### src/rtl/pcx_pkg.sv
package pcx_pkg;
  localparam int NUM_BANKS = 2;
  localparam int REG_W     = 8;

  typedef enum logic [1:0] {
    EXT_LEVEL = 2'd0,
    EXT_ANY   = 2'd1,
    EXT_FALL  = 2'd2,
    EXT_RISE  = 2'd3
  } ext_mode_e;

  localparam logic [1:0] ADDR_FLAGS   = 2'd0;
  localparam logic [1:0] ADDR_MASK_LO = 2'd1;

  // bit positions in the flag register; software decodes these
  localparam int EXT_BIT   = 0;
  localparam int BANK_BIT0 = 6;
endpackage

### src/rtl/pcx_sync.sv
module pcx_sync #(
  parameter int W      = 1,
  parameter int STAGES = 2
) (
  input  logic         clk,
  input  logic         rst_n,
  input  logic [W-1:0] d,
  output logic [W-1:0] q
);
  logic [W-1:0] stg [STAGES];

  always_ff @(posedge clk or negedge rst_n) begin
    if (!rst_n) begin
      for (int i = 0; i < STAGES; i++) stg[i] <= '0;
    end else begin
      stg[0] <= d;
      for (int i = 1; i < STAGES; i++) stg[i] <= stg[i-1];
    end
  end

  assign q = stg[STAGES-1];
endmodule

### src/rtl/pcx_bank.sv
module pcx_bank #(
  parameter int BANK_W = 8
) (
  input  logic              clk,
  input  logic              rst_n,
  input  logic [BANK_W-1:0] pin_s,
  input  logic              bank_en,
  input  logic              mask_we,
  input  logic [BANK_W-1:0] mask_wdata,
  input  logic              clr,
  output logic [BANK_W-1:0] mask_q,
  output logic              set_o,
  output logic              flag_q
);
  logic [BANK_W-1:0] prev;
  logic [BANK_W-1:0] moved;

  always_ff @(posedge clk or negedge rst_n) begin
    if (!rst_n) begin
      prev   <= '0;
      mask_q <= '0;
    end else begin
      prev <= pin_s;
      if (mask_we) mask_q <= mask_wdata;
    end
  end

  assign moved = (pin_s ^ prev) & mask_q;
  assign set_o = bank_en & (|moved);

  // a new event outranks any clear arriving in the same cycle
  always_ff @(posedge clk or negedge rst_n) begin
    if (!rst_n)     flag_q <= 1'b0;
    else if (set_o) flag_q <= 1'b1;
    else if (clr)   flag_q <= 1'b0;
  end
endmodule

### src/rtl/pcx_ext.sv
module pcx_ext
  import pcx_pkg::*;
(
  input  logic      clk,
  input  logic      rst_n,
  input  logic      pin_s,
  input  ext_mode_e mode,
  input  logic      clr,
  output logic      flag_q,
  output logic      level_act
);
  logic prev;
  logic hit;

  always_ff @(posedge clk or negedge rst_n) begin
    if (!rst_n) prev <= 1'b0;
    else        prev <= pin_s;
  end

  always_comb begin
    unique case (mode)
      EXT_ANY:  hit = pin_s ^ prev;
      EXT_FALL: hit = ~pin_s & prev;
      EXT_RISE: hit = pin_s & ~prev;
      default:  hit = 1'b0;
    endcase
  end

  always_ff @(posedge clk or negedge rst_n) begin
    if (!rst_n)                 flag_q <= 1'b0;
    else if (mode == EXT_LEVEL) flag_q <= 1'b0;
    else if (hit)               flag_q <= 1'b1;
    else if (clr)               flag_q <= 1'b0;
  end

  assign level_act = ~pin_s;
endmodule

### src/rtl/pcx_irq_flags.sv
module pcx_irq_flags
  import pcx_pkg::*;
#(
  parameter int BANK_W      = 8,
  parameter int SYNC_STAGES = 2
) (
  input  logic                        clk,
  input  logic                        rst_n,
  input  logic [NUM_BANKS*BANK_W-1:0] chg_pin_i,
  input  logic                        ext_pin_i,
  input  logic [1:0]                  ext_mode_i,
  input  logic                        ext_en_i,
  input  logic [NUM_BANKS-1:0]        bank_en_i,
  input  logic                        gie_i,
  input  logic [NUM_BANKS:0]          ack_i,
  input  logic                        bus_sel_i,
  input  logic                        bus_we_i,
  input  logic [1:0]                  bus_addr_i,
  input  logic [REG_W-1:0]            bus_wdata_i,
  output logic [REG_W-1:0]            bus_rdata_o,
  output logic [NUM_BANKS:0]          irq_o
);
  localparam int NPIN = NUM_BANKS * BANK_W;

  logic [NPIN:0]          synced;
  logic [NPIN-1:0]        chg_s;
  logic                   ext_s;
  logic                   wr_en;
  logic                   w1c;
  logic [NUM_BANKS-1:0]   bank_flag;
  logic [NUM_BANKS-1:0]   bank_set;
  logic [BANK_W-1:0]      bank_mask [NUM_BANKS];
  logic                   ext_flag;
  logic                   ext_level;
  ext_mode_e              mode;

  pcx_sync #(.W(NPIN + 1), .STAGES(SYNC_STAGES)) u_sync (
    .clk   (clk),
    .rst_n (rst_n),
    .d     ({ext_pin_i, chg_pin_i}),
    .q     (synced)
  );

  assign chg_s = synced[NPIN-1:0];
  assign ext_s = synced[NPIN];
  assign wr_en = bus_sel_i & bus_we_i;
  assign w1c   = wr_en && (bus_addr_i == ADDR_FLAGS);
  assign mode  = ext_mode_e'(ext_mode_i);

  for (genvar b = 0; b < NUM_BANKS; b++) begin : g_bank
    localparam logic [1:0] MASK_ADDR = ADDR_MASK_LO + 2'(b);

    pcx_bank #(.BANK_W(BANK_W)) u_bank (
      .clk        (clk),
      .rst_n      (rst_n),
      .pin_s      (chg_s[b*BANK_W +: BANK_W]),
      .bank_en    (bank_en_i[b]),
      .mask_we    (wr_en && (bus_addr_i == MASK_ADDR)),
      .mask_wdata (bus_wdata_i[BANK_W-1:0]),
      .clr        (ack_i[b+1] | (w1c & bus_wdata_i[BANK_BIT0+b])),
      .mask_q     (bank_mask[b]),
      .set_o      (bank_set[b]),
      .flag_q     (bank_flag[b])
    );

    assign irq_o[b+1] = gie_i & bank_en_i[b] & bank_flag[b];
  end

  pcx_ext u_ext (
    .clk       (clk),
    .rst_n     (rst_n),
    .pin_s     (ext_s),
    .mode      (mode),
    .clr       (ack_i[0] | (w1c & bus_wdata_i[EXT_BIT])),
    .flag_q    (ext_flag),
    .level_act (ext_level)
  );

  assign irq_o[0] = gie_i & ext_en_i &
                    ((mode == EXT_LEVEL) ? ext_level : ext_flag);

  always_comb begin
    bus_rdata_o = '0;
    if (bus_sel_i) begin
      if (bus_addr_i == ADDR_FLAGS) begin
        bus_rdata_o[EXT_BIT] = ext_flag;
        for (int b = 0; b < NUM_BANKS; b++) bus_rdata_o[BANK_BIT0+b] = bank_flag[b];
      end
      for (int b = 0; b < NUM_BANKS; b++) begin
        if (bus_addr_i == ADDR_MASK_LO + 2'(b)) bus_rdata_o[BANK_W-1:0] = bank_mask[b];
      end
    end
  end
endmodule

### config.mk
export PLATFORM = sky130hd
export DESIGN_NAME = pcx_irq_flags
export DESIGN_NICKNAME = d
export VERILOG_FILES = /design/src/rtl/pcx_pkg.sv /design/src/rtl/pcx_sync.sv /design/src/rtl/pcx_bank.sv /design/src/rtl/pcx_ext.sv /design/src/rtl/pcx_irq_flags.sv
export SDC_FILE = /design/constraint.sdc
export NUM_CORES = 1
export LEC_CHECK = 0
export ABC_AREA = 1
export CORE_MARGIN = 4
export CORE_UTILIZATION = 46
export CTS_BUF_LIST = sky130_fd_sc_hd__clkbuf_16
export DETAILED_ROUTE_END_ITERATION = 12
export PLACE_DENSITY = 0.84
export SETUP_SLACK_MARGIN = 0.05
export SLEW_MARGIN = 15
export SYNTH_ARGS = -nofsm -noshare
export SYNTH_HDL_FRONTEND = slang
export SYNTH_SLANG_ARGS = --single-unit
### constraint.sdc
create_clock -name clk -period 1.05 [get_ports clk]
set_input_delay 0.1575 -clock clk [delete_from_list [all_inputs] [get_ports clk]]
set_output_delay 0.1575 -clock clk [all_outputs]
set_load 0.03 [all_outputs]
==> results_dict.tcl, run 1 <==
set metrics [dict create \
    die_x_um 85.3 \
    cts_tree "built" \
    finalWirelength_mm 6.86 \
    fin_ws_ns -0.290 \
    start_util_pct 48.8 \
    die_y_um 85.3 \
    cp-start-kind "flop" \
    vias 2178 \
    fp.coreArea_mm2 0.00564 \
    antenna_found_initial 0 \
    grt_overflow 0 \
    multi_input_area_um2 923 \
    maxCapViolCount 0 \
    crit_path_top_delay_cell "dfrtp_1" \
    syn_to_final_growth_pct 48.7 \
    synthesis.nets 318 \
    ys_warn_count 0 \
    post_dp_cell_area_mm2 0.00340 \
    crit_path_max_fanout 2 \
    synth_top_area_share_pct 63.7 \
    wire_per_inst_um 15.4 \
    ir_drop_uv 1110 \
    violations "setup timing" \
    ys_seq_area_share_pct 63.7 \
    clock_latency_ns 0.33 \
    clk_pin_slew_ns 0.06 \
    ys_ff_latch 70 \
    ys_top_cells_by_area "dfrtp_1, nand2_1, inv_1" \
    dp_slack_ns -0.461 \
    io_pins 51 \
    power_density_mw_per_mm2 1800 \
    synth_top_area_cell "dfrtp_1" \
    synth.avg_cell_area_um2 9.97 \
    netlist_instances 276 \
    num_antenna_cells 0 \
    finalClockSkew_ns 0.00697 \
    timing.final.crit_share_pct 128 \
    drt_pre_antenna_iters 4 \
    fmax_ghz 0.746 \
    grt_use_total_pct 18.2 \
    p_leak_nw 2.05 \
    setup_violations 14 \
    syn-cell-area_mm2 0.00275 \
    finalNetCount 411 \
    worstMarginPinSlew_ns 0.322 \
    worst-setup-path-type "flop to output port" \
    layout_commonest_cell "nand2_1" \
    grt_pass1_wl_mm 10.2 \
    ant_nets 0 \
    clock-sinks 70 \
    finalMaxSlewViolations 0 \
    critical_path.cell_chain "nand2_1, nand3_1, nand2_1, inv_2, buf_6" \
    gp_congestion 0.784 \
    io_buffers 50 \
    num_rows 27 \
    drt_iter0_markers 191 \
    slew-limit-headroom_pct 78.5 \
    rsz0062_at_grt "true" \
    holdCritPathClass "input port to async pin" \
    clock_path_buffers 2 \
    grt_start_max_net_pins 28 \
    grt_pass1_vias 2223 \
    crit_path_frequent_cell "nand2_1" \
    htreeDepth 3 \
    fin_area_mm2 0.00409 \
    cpPeakStageDelay_ns 0.41 \
    die_area_mm2 0.00728 \
    drive_gt1_share_pct 32.6 \
    crit_path_end_kind "output port" \
    critPathArrivalTime_ns 1.18 \
    synth_cell_type_count 20 \
    final_cell_mix "nand2_1, dfrtp_1, inv_1" \
    drcViolationCount 0 \
    vias_per_cell 4.88 \
    numCtsBuffers 9 \
    hpwl_mm 3.99 \
    status "complete, but fails checks" \
    finalCriticalPeriod_ns 1.34 \
    regArea_mm2 0.00175 \
    fill_cells 341 \
    cts_root_buf "clkbuf_16" \
    hold_viol_final 0 \
    worst_ep_required_time_ns 0.89 \
]
-- per-layer routing --
layer / up-vias / GRT usage [%] / wire length, µm
met5: - / 0 / 0
met4: 0 / 9.78 / 114
met3: 11 / 4.56 / 361
met2: 71 / 30.5 / 3730
met1: 1062 / 21.4 / 2660
li1: 1034 / - / -
-- state kept, by name, summed over array words and instances (netlist names) --
register	cells
g_bank.u_bank.mask_q	16
u_sync.stg	17
u_sync.q	17
u_ext.prev	1
g_bank.u_bank.flag_q	2
u_ext.flag_q	1
g_bank.u_bank.prev	16
-- repair_timing --
item                                    4_1_cts  5_1_grt
endpoints found under the setup margin       30       19
pin swaps                                    27       24
hold buffers                                  1        0
gates resized for setup                      38       30
buffers inserted                             18        7
hold endpoints to repair                      8        0
gates cloned                                  0        0
-- cell families after synthesis --
logic type               share of synthesized area [%]
AO/OA/AOI/OAI                                     7.59
adder cells (fa/ha/maj)                          0.909
buffers and inverters                             8.73
flip-flops                                        63.7
AND/OR/NAND/NOR                                   19.1
-- layout make-up --
class	count	area share, %
Inverter	52	5.02
Clock buffer	9	5.51
Multi-Input combinational cell	152	22.6
Tap cell	72	2.20
Sequential cell	70	42.8
Clock inverter	7	1.41
Timing Repair Buffer	84	20.5
-- metrics by stage --
stage / instances / setup TNS, ns / hold slack [ns] / power [W] / util (%)
after floorplan: 276 / 0 / -0.138 / 0.00361 / -
after global placement: 407 / -10.06 / 0.0622 / 0.00400 / 60.3
after detailed placement: 407 / -11.09 / 0.0650 / 0.00404 / 60.3
after CTS: 442 / -2.11 / 0.259 / 0.00713 / 69.9
after global routing: 446 / -3.09 / 0.263 / 0.00762 / 72.5
final: 446 / -2.46 / 0.258 / 0.00735 / 72.5
-- Yosys cell counts --
master	n
a21oi_1	7
and3_1	2
buf_12	2
dfrtp_1	70
ha_1	2
inv_1	48
inv_2	2
inv_4	2
nand2_1	83
nand2_2	6
nand2_4	2
nand3_1	18
nand3b_1	2
nor2_1	7
nor3_1	2
o21ai_0	2
o21ai_2	16
o21bai_1	1
o221ai_1	1
o31ai_1	1
-- power by group --
| part | total, W | switching (W) | internal, W | leakage [nW] |
|---|---|---|---|---|
| clock network | 0.00286 | 0.00106 | 0.00180 | 0.143 |
| registers | 0.00310 | 0.000166 | 0.00294 | 0.831 |
| logic | 0.00139 | 0.000688 | 0.000698 | 1.07 |
| total | 0.00735 | 0.00191 | 0.00543 | 2.05 |
-- worst max-delay path, delay by kind of cell, from the launching register on --
family                 cells  cell delay [ns]
buffers and inverters      2             0.18
DFF                        1             0.41
and+or+nand+nor            3             0.27
-- final timing paths --
kind                                       endpoint                       start  slack [ns]  depth (start not counted)
max                                  bus_rdata_o[7]  g_bank[1].u_bank.mask_q[7]       -0.29                          5
min                        g_bank[0].u_bank.prev[5]                       rst_n        0.26                          2
max reg2reg                 g_bank[1].u_bank.flag_q  g_bank[1].u_bank.mask_q[7]       -0.13                          8
min reg2reg                             u_sync.q[0]              u_sync.stg[17]        0.34                          0
max in group asynchronous              u_sync.q[14]                       rst_n        0.28                          3
min in group clk                     u_sync.stg[29]               chg_pin_i[12]        0.27                          1
No activity file was read; power rests on OpenSTA's default activity.
==> inputs of run 2 (changes only) <==
--- a/config.mk
+++ b/config.mk
@@ -6,13 +6,13 @@
 export NUM_CORES = 1
 export LEC_CHECK = 0
 export ABC_AREA = 1
-export CORE_MARGIN = 4
+export CORE_MARGIN = 5
 export CORE_UTILIZATION = 46
 export CTS_BUF_LIST = sky130_fd_sc_hd__clkbuf_16
 export DETAILED_ROUTE_END_ITERATION = 12
 export PLACE_DENSITY = 0.84
 export SETUP_SLACK_MARGIN = 0.05
-export SLEW_MARGIN = 15
+export SLEW_MARGIN = 20
 export SYNTH_ARGS = -nofsm -noshare
 export SYNTH_HDL_FRONTEND = slang
 export SYNTH_SLANG_ARGS = --single-unit
==> run 2 against run 1 <==
The run still ends with setup timing left. Sequential cell count stayed put. Critical endpoint is now bus_rdata_o[6]. Highest routed layer unchanged. Clock skew decreased by 0.0024 ns. Hold slack improved by 0.0019 ns. First-iteration DRC count down 34%.
==> results_dict.tcl, run 2 (synthesis gave the netlist of run 1 again) <==
set metrics [dict create \
    status "complete, but fails checks" \
    violations "setup timing" \
    cts_tree "built" \
    hpwl_mm 3.81 \
    cp-start-kind "flop" \
    drcViolationCount 0 \
    clock_path_buffers 2 \
    die_area_mm2 0.00763 \
    min_from "chg_pin_i[0]" \
    crit_path_max_fanout 3 \
    startpoint "g_bank[0].u_bank.flag_q" \
    final_cells 448 \
    crit_path_end_kind "output port" \
    fin_ws_ns -0.331 \
    wire_per_inst_um 14.6 \
    rsz0062_at_grt "true" \
    die_x_um 87.3 \
    worst_ep_required_time_ns 0.89 \
    dp_slack_ns -0.452 \
    fill_cells 388 \
    gp_congestion 0.793 \
    maxCapViolCount 0 \
    holdPathStages 1 \
    grt_pass1_vias 2108 \
    htreeDepth 3 \
    holdCritPathClass "input port to flop" \
    clock_latency_ns 0.33 \
    reg2reg_slack_ns -0.16 \
    worstMarginPinSlew_ns 0.371 \
    num_rows 28 \
    vias_per_cell 4.87 \
    numCtsBuffers 9 \
    cts_root_buf "clkbuf_16" \
    grt_start_max_net_pins 71 \
    fmax_ghz 0.724 \
    clk_pin_slew_ns 0.05 \
    post-place-cells 407 \
    p_leak_nw 2.06 \
    ir_drop_uv 1150 \
    power_density_mw_per_mm2 1830 \
    worst-setup-path-type "flop to output port" \
    num_antenna_cells 0 \
    r2r_cells 5 \
    hold_end "u_sync.stg[17]" \
    finalMaxSlewViolations 0 \
    final_cell_mix "nand2_1, dfrtp_1, inv_1" \
    drt_iter0_markers 126 \
    rr_startpoint "u_sync.q[16]" \
    setup_violations 13 \
    finalCriticalPeriod_ns 1.38 \
    finalWirelength_mm 6.54 \
    fp.coreArea_mm2 0.00589 \
    start_util_pct 46.7 \
    antenna_found_initial 0 \
    grt_pass1_wl_mm 9.63 \
    layout_commonest_cell "nand2_1" \
    clock-sinks 70 \
    hold_viol_final 0 \
    syn_to_final_growth_pct 47.3 \
    grt_use_total_pct 17.0 \
    finalClockSkew_ns 0.00455 \
    timing.final.crit_share_pct 132 \
    reg2reg_to "u_ext.flag_q" \
    drive_gt1_share_pct 34.6 \
    io_buffers 50 \
    drt_pre_antenna_iters 6 \
    critPathArrivalTime_ns 1.22 \
    finalNetCount 410 \
    grt_overflow 0 \
    vias 2183 \
    fin_area_mm2 0.00405 \
    post_dp_cell_area_mm2 0.00337 \
    ant_nets 0 \
    slew-limit-headroom_pct 75.3 \
    io_pins 51 \
    die_y_um 87.3 \
]
## run 2: changes by cell type in the layout (fill, tap and decap cells not counted), sizes merged
cell,before,now
clkdlybuf4s15,2,1
dlymetal6s2s,1,2
clkinvlp,1,2
clkdlybuf4s50,34,33
clkinv,3,2
## run 2: how the worst max path moves through the flow
stage	slack [ns]	depth (start not counted)	endpoint
2_1_floorplan	0.04	5	u_ext.flag_q
3_3_place_gp	-0.40	9	bus_rdata_o[7]
3_5_place_dp	-0.45	8	g_bank[1].u_bank.mask_q[2]
4_1_cts	-0.23	3	irq_o[0]
5_1_grt	-0.38	5	bus_rdata_o[6]
6_report	-0.33	5	bus_rdata_o[6]
## run 2: area by class of cell
cell class	instances	area [µm²]	share of cell area, %
sequential	70	1750	43.2
multi-input combinational	152	912	22.5
timing repair buffer	83	795	19.6
clock buffer	9	225	5.56
inverter	52	200	4.94
tap	75	93.8	2.31
clock inverter	7	75.1	1.85
## run 2: worst max-delay path, stage by stage, from the launching register on
cell and delay, ns:
dfrtp_1 0.41, nand2_1 0.10, nand3_1 0.12, nand2_1 0.10, inv_2 0.04, buf_6 0.12
## run 2: routing by layer
| layer | global-route usage (%) | part of all wire (%) |
|---|---|---|
| met5 | 0 | 0 |
| met2 | 29.3 | 53 |
| met1 | 18.8 | 38 |
| met3 | 3.78 | 5.5 |
| met4 | 10.6 | 3.3 |
## run 2: through the flow
stage               total power, W  hold slack [ns]  setup TNS (ns)  utilization, %
floorplan                  0.00361           -0.138               0               -
global placement           0.00398            0.204          -10.22            57.3
detailed placement         0.00402            0.205          -11.06            57.3
CTS                        0.00727            0.257           -2.32            66.4
global route               0.00769            0.256           -3.34            68.9
finish                     0.00740            0.260           -2.75            68.9
## run 2: where the power goes
group | switching (W) | internal, W | total (W)
sequential | 0.000157 | 0.00294 | 0.00309
combinational | 0.000646 | 0.000662 | 0.00131
clock | 0.00116 | 0.00184 | 0.00300
total | 0.00196 | 0.00544 | 0.00740
## run 2: timing repair
action | in CTS | in global routing
hold buffers | 1 | 0
pin swaps | 27 | 21
setup buffers | 19 | 10
endpoints found under the setup margin | 30 | 14
hold endpoints to repair | 70 | 0
gates resized for setup | 34 | 30
